===== src/rtl/zstack_pkg.sv =====
package zstack_pkg;
  localparam int INSN_W  = 16;
  localparam int OPC_W   = 4;
  localparam int FIELD_W = 12;

  typedef enum logic [OPC_W-1:0] {
    OP_NOP  = 4'd0,
    OP_PUSH = 4'd1,
    OP_POP  = 4'd2,
    OP_ADD  = 4'd3,
    OP_SUB  = 4'd4,
    OP_MUL  = 4'd5,
    OP_DIV  = 4'd6,
    OP_HALT = 4'd15
  } opcode_e;

  typedef enum logic [1:0] {
    ST_IDLE,
    ST_RUN,
    ST_STOP
  } core_state_e;

  typedef enum logic [2:0] {
    SK_NONE,
    SK_PUSH,
    SK_POP,
    SK_FOLD,
    SK_CLEAR
  } stk_op_e;
endpackage


===== src/rtl/zstack_ram.sv =====
module zstack_ram #(
  parameter int AW  = 6,
  parameter int W   = 16,
  parameter int NRD = 1
) (
  input  logic                    clk,
  input  logic                    we,
  input  logic [AW-1:0]           waddr,
  input  logic [W-1:0]            wdata,
  input  logic [NRD-1:0][AW-1:0]  raddr,
  output logic [NRD-1:0][W-1:0]   rdata
);
  localparam int DEPTH = 1 << AW;

  logic [W-1:0] mem [DEPTH];

  always_ff @(posedge clk) begin
    if (we) mem[waddr] <= wdata;
  end

  for (genvar g = 0; g < NRD; g++) begin : g_rd
    assign rdata[g] = mem[raddr[g]];
  end
endmodule


===== src/rtl/zstack_opstack.sv =====
module zstack_opstack
  import zstack_pkg::*;
#(
  parameter int DEPTH = 8,
  parameter int W     = 16
) (
  input  logic                          clk,
  input  logic                          rst,
  input  stk_op_e                       op,
  input  logic [W-1:0]                  push_data,
  input  logic [W-1:0]                  fold_data,
  output logic [W-1:0]                  tos,
  output logic [W-1:0]                  nos,
  output logic [$clog2(DEPTH+1)-1:0]    count
);
  localparam int SP_W = $clog2(DEPTH + 1);

  logic [W-1:0] ent [DEPTH];

  always_ff @(posedge clk) begin
    for (int i = 0; i < DEPTH; i++) begin
      if (op == SK_PUSH && int'(count) == i)
        ent[i] <= push_data;
      else if (op == SK_FOLD && int'(count) == i + 2)
        ent[i] <= fold_data;
    end
  end

  always_ff @(posedge clk) begin
    if (rst) begin
      count <= '0;
    end else begin
      case (op)
        SK_PUSH:  count <= count + SP_W'(1);
        SK_POP,
        SK_FOLD:  count <= count - SP_W'(1);
        SK_CLEAR: count <= '0;
        default:  count <= count;
      endcase
    end
  end

  always_comb begin
    tos = '0;
    nos = '0;
    for (int i = 0; i < DEPTH; i++) begin
      if (int'(count) == i + 1) tos = ent[i];
      if (int'(count) == i + 2) nos = ent[i];
    end
  end

  AST_STACK_BOUND: assert property (@(posedge clk) disable iff (rst)
    int'(count) <= DEPTH);

  AST_NO_FULL_PUSH: assert property (@(posedge clk) disable iff (rst)
    (op == SK_PUSH) |-> (int'(count) < DEPTH));

  AST_NO_EMPTY_POP: assert property (@(posedge clk) disable iff (rst)
    (op == SK_POP) |-> (count != '0));

  AST_FOLD_NEEDS_TWO: assert property (@(posedge clk) disable iff (rst)
    (op == SK_FOLD) |-> (int'(count) >= 2));

  AST_COUNT_STEP: assert property (@(posedge clk) disable iff (rst)
    (op == SK_FOLD) |=> (count == $past(count) - SP_W'(1)));
endmodule


===== src/rtl/zstack_alu.sv =====
module zstack_alu
  import zstack_pkg::*;
#(
  parameter int W = 16
) (
  input  opcode_e       opc,
  input  logic [W-1:0]  top,
  input  logic [W-1:0]  below,
  output logic [W-1:0]  result,
  output logic          div_zero
);
  always_comb begin
    div_zero = 1'b0;
    case (opc)
      OP_SUB:  result = top - below;
      OP_MUL:  result = top * below;
      OP_DIV: begin
        if (below == '0) begin
          result   = '1;
          div_zero = 1'b1;
        end else begin
          result = top / below;
        end
      end
      default: result = top + below;
    endcase
  end
endmodule


===== src/rtl/zstack_core.sv =====
module zstack_core
  import zstack_pkg::*;
#(
  parameter int DATA_W      = 16,
  parameter int STACK_DEPTH = 8,
  parameter int PROG_AW     = 6,
  parameter int DATA_AW     = 6
) (
  input  logic                clk,
  input  logic                rst,
  input  logic                start,
  input  logic                prog_valid,
  output logic                prog_ready,
  input  logic [PROG_AW-1:0]  prog_addr,
  input  logic [INSN_W-1:0]   prog_data,
  input  logic                dmem_valid,
  output logic                dmem_ready,
  input  logic [DATA_AW-1:0]  dmem_addr,
  input  logic [DATA_W-1:0]   dmem_data,
  input  logic [DATA_AW-1:0]  peek_addr,
  output logic [DATA_W-1:0]   peek_data,
  output logic                halted,
  output logic                fault
);
  localparam int SP_W = $clog2(STACK_DEPTH + 1);

  core_state_e          state;
  logic [PROG_AW-1:0]   pc;
  logic [INSN_W-1:0]    insn;
  opcode_e              opc;
  logic [FIELD_W-1:0]   field;
  logic [DATA_AW-1:0]   op_addr;

  stk_op_e              stk_op;
  logic [DATA_W-1:0]    tos, nos, alu_res;
  logic [SP_W-1:0]      depth;
  logic                 div_zero;

  logic                 pc_adv, go_stop, stk_err, raise;
  logic                 core_we;
  logic                 launch;

  logic                 dm_we;
  logic [DATA_AW-1:0]   dm_waddr;
  logic [DATA_W-1:0]    dm_wdata;
  logic [1:0][DATA_AW-1:0] dm_raddr;
  logic [1:0][DATA_W-1:0]  dm_rdata;
  logic [0:0][PROG_AW-1:0] pm_raddr;
  logic [0:0][INSN_W-1:0]  pm_rdata;

  // Program store
  assign pm_raddr[0] = pc;
  zstack_ram #(.AW(PROG_AW), .W(INSN_W), .NRD(1)) prog_mem_i (
    .clk   (clk),
    .we    (prog_valid && prog_ready),
    .waddr (prog_addr),
    .wdata (prog_data),
    .raddr (pm_raddr),
    .rdata (pm_rdata)
  );

  assign insn    = pm_rdata[0];
  assign opc     = opcode_e'(insn[INSN_W-1 -: OPC_W]);
  assign field   = insn[FIELD_W-1:0];
  assign op_addr = field[DATA_AW-1:0];

  // Data store: port 0 feeds PUSH, port 1 feeds the peek output
  assign dm_raddr[0] = op_addr;
  assign dm_raddr[1] = peek_addr;
  assign dm_we    = core_we || (dmem_valid && dmem_ready);
  assign dm_waddr = core_we ? op_addr : dmem_addr;
  assign dm_wdata = core_we ? tos     : dmem_data;

  zstack_ram #(.AW(DATA_AW), .W(DATA_W), .NRD(2)) data_mem_i (
    .clk   (clk),
    .we    (dm_we),
    .waddr (dm_waddr),
    .wdata (dm_wdata),
    .raddr (dm_raddr),
    .rdata (dm_rdata)
  );
  assign peek_data = dm_rdata[1];

  zstack_opstack #(.DEPTH(STACK_DEPTH), .W(DATA_W)) opstack_i (
    .clk       (clk),
    .rst       (rst),
    .op        (stk_op),
    .push_data (dm_rdata[0]),
    .fold_data (alu_res),
    .tos       (tos),
    .nos       (nos),
    .count     (depth)
  );

  zstack_alu #(.W(DATA_W)) alu_i (
    .opc      (opc),
    .top      (tos),
    .below    (nos),
    .result   (alu_res),
    .div_zero (div_zero)
  );

  assign launch = start && !fault && (state != ST_RUN);

  // Decode and sequencing
  always_comb begin
    stk_op  = launch ? SK_CLEAR : SK_NONE;
    core_we = 1'b0;
    pc_adv  = 1'b0;
    go_stop = 1'b0;
    stk_err = 1'b0;
    raise   = 1'b0;
    if (state == ST_RUN) begin
      case (opc)
        OP_PUSH: begin
          if (int'(depth) == STACK_DEPTH) stk_err = 1'b1;
          else begin
            stk_op = SK_PUSH;
            pc_adv = 1'b1;
          end
        end
        OP_POP: begin
          if (depth == '0) stk_err = 1'b1;
          else begin
            stk_op  = SK_POP;
            core_we = 1'b1;
            pc_adv  = 1'b1;
          end
        end
        OP_ADD, OP_SUB, OP_MUL, OP_DIV: begin
          if (int'(depth) < 2) stk_err = 1'b1;
          else begin
            stk_op = SK_FOLD;
            pc_adv = 1'b1;
            raise  = div_zero;
          end
        end
        OP_HALT: go_stop = 1'b1;
        default: pc_adv  = 1'b1;
      endcase
      if (stk_err) begin
        raise   = 1'b1;
        go_stop = 1'b1;
      end
    end
  end

  always_ff @(posedge clk) begin
    if (rst) begin
      state <= ST_IDLE;
      pc    <= '0;
      fault <= 1'b0;
    end else begin
      if (raise) fault <= 1'b1;
      if (launch) begin
        state <= ST_RUN;
        pc    <= '0;
      end else if (go_stop) begin
        state <= ST_STOP;
      end else if (pc_adv) begin
        pc <= pc + PROG_AW'(1);
      end
    end
  end

  assign halted     = (state == ST_STOP);
  assign prog_ready = (state != ST_RUN);
  assign dmem_ready = (state != ST_RUN);

  AST_FAULT_STICKY: assert property (@(posedge clk) disable iff (rst)
    (!$past(rst) && $past(fault)) |-> fault);

  AST_STACKERR_HALTS: assert property (@(posedge clk) disable iff (rst)
    stk_err |=> (halted && fault));

  AST_HALT_HOLDS: assert property (@(posedge clk) disable iff (rst)
    (halted && !start) |=> (halted && $stable(pc)));

  AST_NO_LOAD_IN_RUN: assert property (@(posedge clk) disable iff (rst)
    (state == ST_RUN && !core_we) |=> $stable(peek_data) || $changed(peek_addr));

  AST_FAULT_BLOCKS_START: assert property (@(posedge clk) disable iff (rst)
    (fault && state != ST_RUN) |=> (state != ST_RUN));
endmodule


===== config.mk =====
export PLATFORM = sky130hd
export DESIGN_NAME = zstack_core
export DESIGN_NICKNAME = d
export VERILOG_FILES = /design/src/rtl/zstack_pkg.sv /design/src/rtl/zstack_ram.sv /design/src/rtl/zstack_opstack.sv /design/src/rtl/zstack_alu.sv /design/src/rtl/zstack_core.sv
export SDC_FILE = /design/constraint.sdc
export NUM_CORES = 2
export LEC_CHECK = 0
export BUFFER_PORTS_ARGS = -buffer_cell sky130_fd_sc_hd__buf_2
export CELL_PAD_IN_SITES_DETAIL_PLACEMENT = 1
export CELL_PAD_IN_SITES_GLOBAL_PLACEMENT = 1
export CORE_MARGIN = 2
export CORE_UTILIZATION = 42
export CTS_BUF_LIST = sky130_fd_sc_hd__clkbuf_8
export CTS_CLUSTER_SIZE = 16
export DETAILED_ROUTE_END_ITERATION = 10
export PLACE_DENSITY_LB_ADDON = 0.1
export REMOVE_ABC_BUFFERS = 1
export SLEW_MARGIN = 25
export SYNTH_ARGS = -nofsm -noshare
export SYNTH_HDL_FRONTEND = slang
export SYNTH_SLANG_ARGS = --single-unit

===== constraint.sdc =====
create_clock -name clk -period 31.5 [get_ports clk]
set_input_delay 3.15 -clock clk [delete_from_list [all_inputs] [get_ports clk]]
set_output_delay 3.15 -clock clk [all_outputs]
set_load 0.01 [all_outputs]

==> results.cfg <==
[drt]
drc = 0
vias_per_cell = 6.05
drt_pass1_iterations = 6
wl_mm = 323
post_drt_wl_per_cell_um = 30.7
detail-route-antenna-nets = 0
drt_iter0_markers = 6206
vias = 63776

[global_route]
grt_start_max_net_pins = 151
grt_pass1_wl_mm = 468
antenna_found_initial = 19
track_usage = 0.286
grt-ovfl-total = 0
grt_pass1_vias = 66927

[place]
dpl_cell_area_sq_mm = 0.101
preCtsSetupSlack_ns = -0.772
place.port_buffers = 68
dp_hpwl_mm = 203
gp_congestion = 0.892

[timing]
max_slew.worst_pin.slew_ns = 1.06
hold_viol_final = 0
max_freq_ghz = 0.0336
maxSlewHeadroom = 0.290
fin_ws_ns = 1.77
period_needed_ns = 29.73
clock_skew_ns = 0.108
slew_violations = 0
setup_viol_count_final = 0
fin_crit_sh = 0.944
whs_ns = 0.487

[final_layout]
layout-drive-gt1-share = 0.260
fillers = 22365
multi_input_area_sq_mm = 0.0375
fin_nets = 7670
final_cell_area_sq_mm = 0.107
syn_to_final_growth_pct = 14.9
regArea_sq_mm = 0.0542

[clock_tree]
root_buffer = clkbuf_8
cts_tree = done
clk_latency_ns = 1.06
clk_path_buf_depth = 4
cts_buffers = 328
clkTransAtPathRegs_ns = 0.06
htreeDepth = 5
numClockSinks = 1811

[floorplanning]
die_w_um = 475
rows = 173
coreArea_sq_mm = 0.222
dieArea_sq_mm = 0.226
start_util = 0.421
dieHeight_um = 475
io_pins = 75

[logic_synthesis]
synthFlopType = edfxtp_1
syn_avg_cell_area_sq_um = 13.9
synth.distinct_cells = 109
yosysSeqAreaShare = 0.580
synth-edff-count = 1792
ys_async_sr_fraction = 0
synth_cells = 6699
synth-seq-cells = 1811
syn_area_sq_mm = 0.0934
ys_warn_count = 0

[worst_setup_path]
cp-start-kind = flop
cp_max_fo = 22
cpMaxStageDelayCell = or4_4
critPathCaptureType = flop
arrival_ns = 30.47
r2r_setup_slack_ns = 1.77
required_ns = 32.24
max_stage_delay_ns = 0.55
critical_path.most_common_cell = buf_4
critical_path_class = flop to flop

[outcome]
status = finished clean

[hold_path]
min_path_type = flop to flop

[flow_run]
cap_violations = 0
per-layer routing:
| metal | vias up | global-route usage | wire length, um |
|---|---|---|---|
| met4 | 4 | 0.0984 | 10900 |
| met1 | 33416 | 0.398 | 138000 |
| li1 | 27245 | - | - |
| met3 | 585 | 0.0497 | 23700 |
| met2 | 2526 | 0.454 | 151000 |
| met5 | - | 0 | 23 |
flip-flops by register name (all words and copies together) (netlist names), named ones only:
name	cells
pc	6
state	2
fault	1
prog_mem_i.mem	640
opstack_i.ent	128
data_mem_i.mem	1024
opstack_i.count	4
kinds of logic after synthesis:
logic type | synth area share
adder cells (fa/ha/maj) | 0.0456
flip-flops | 0.580
XOR/XNOR | 0.0122
buffers and inverters | 0.0290
AND/OR/NAND/NOR | 0.111
multiplexers | 0.167
AO/OA/AOI/OAI | 0.0551
cell usage in the layout (no fill, tap or decap), types with 21 or more instances in the layout:
master and count:
inv_1 269, buf_4 629, edfxtp_1 1792, clkbuf_8 335, nand2_1 1115, nor3_1 64, buf_2 57, o21a_1 45
nand4_1 170, xor2_1 35, nor2_1 246, nor2_2 85, nand3_1 356, mux2i_1 244, nand2b_1 29, ha_1 209
and2_1 25, a32oi_1 73, a31oi_1 91, mux4_2 534, clkinv_1 92, clkinv_2 29, fa_1 82, xnor2_1 92
a21oi_1 109, mux2_2 38, a21o_1 39, nor2b_1 36, a22oi_1 21, o21ai_0 61
worst max-delay path: cells and delay by family, from the launching register on:
| family | cells | cell delay, ns |
|---|---|---|
| AOI/OAI and AO/OA | 65 | 11.86 |
| DFF | 1 | 0.42 |
| and+or+nand+nor | 49 | 8.51 |
| buffers and inverters | 20 | 3.29 |
| muxes | 4 | 1.09 |
| adders and majority gates | 15 | 4.23 |
worst paths after layout:
kind | endpoint | start | cells after the start
setup / recovery | opstack_i.ent[0][0]$_DFFE_PP_ | opstack_i.count[0]$_SDFFE_PP0P_ | 153
hold / removal | state[1]$_SDFFE_PP0P_ | state[1]$_SDFFE_PP0P_ | 2
setup reg to reg | opstack_i.ent[0][0]$_DFFE_PP_ | opstack_i.count[0]$_SDFFE_PP0P_ | 153
hold reg to reg | state[1]$_SDFFE_PP0P_ | state[1]$_SDFFE_PP0P_ | 2
cell usage after synthesis (all sizes together) (8+ instances only):
cell,number,area [sq um]
o21a,46,345
o31a,10,87.6
clkbuf,193,724
nor3b,12,95.1
nand4,170,1060
o22a,9,78.8
nand3,358,1790
or2,17,106
and3,19,119
a222oi,8,80.1
a211oi,21,158
o21bai,8,60.1
o31ai,16,120
nand3b,9,71.3
a21o,39,293
a22oi,25,208
mux4,543,12300
xnor2,92,806
nor2b,39,244
dfxtp,19,380
nor3,73,380
nor4,11,81.3
o211ai,19,143
buf,225,1270
nor2,350,1330
nand2,1118,4200
and2,28,175
ha,209,2620
fa,82,1640
mux2,47,559
xor2,35,307
nand2b,31,194
a21boi,14,105
o21ai,101,532
mux2i,259,2770
a41oi,8,85.1
a31oi,100,632
or3,17,106
o221ai,10,100
a32oi,79,729
inv,185,694
edfxtp,1792,53800
a21oi,122,614
a221oi,20,181
final cells by class:
type | count | area share
inverters | 191 | 0.00668
clock buffers | 335 | 0.0430
multi-input cells | 4280 | 0.350
clock inverters | 219 | 0.00949
flip-flops and latches | 1811 | 0.505
repair buffers | 712 | 0.0511
diodes | 10 | 0.000233
well taps | 2975 | 0.0347
metrics by stage:
step	std cells	utilization	setup TNS, ns
after detailed placement	9959	0.456	-6.06
after floorplan	6281	-	-29.19
after global routing	10530	0.484	-0.174
after global placement	9955	0.456	-3.09
after CTS	10514	0.482	0
final	10533	0.484	0
timing repair:
item                                    CTS  global route
cloned                                    0             1
endpoints found under the setup margin    8            16
pin swaps                                 3            14
setup buffers                             1             8
gates resized for setup                  17            69
hold buffers                              0             0
Power is left out: the tool's default activity adds up to more than one toggle a clock period on the data nets, which glitch-free logic cannot reach.
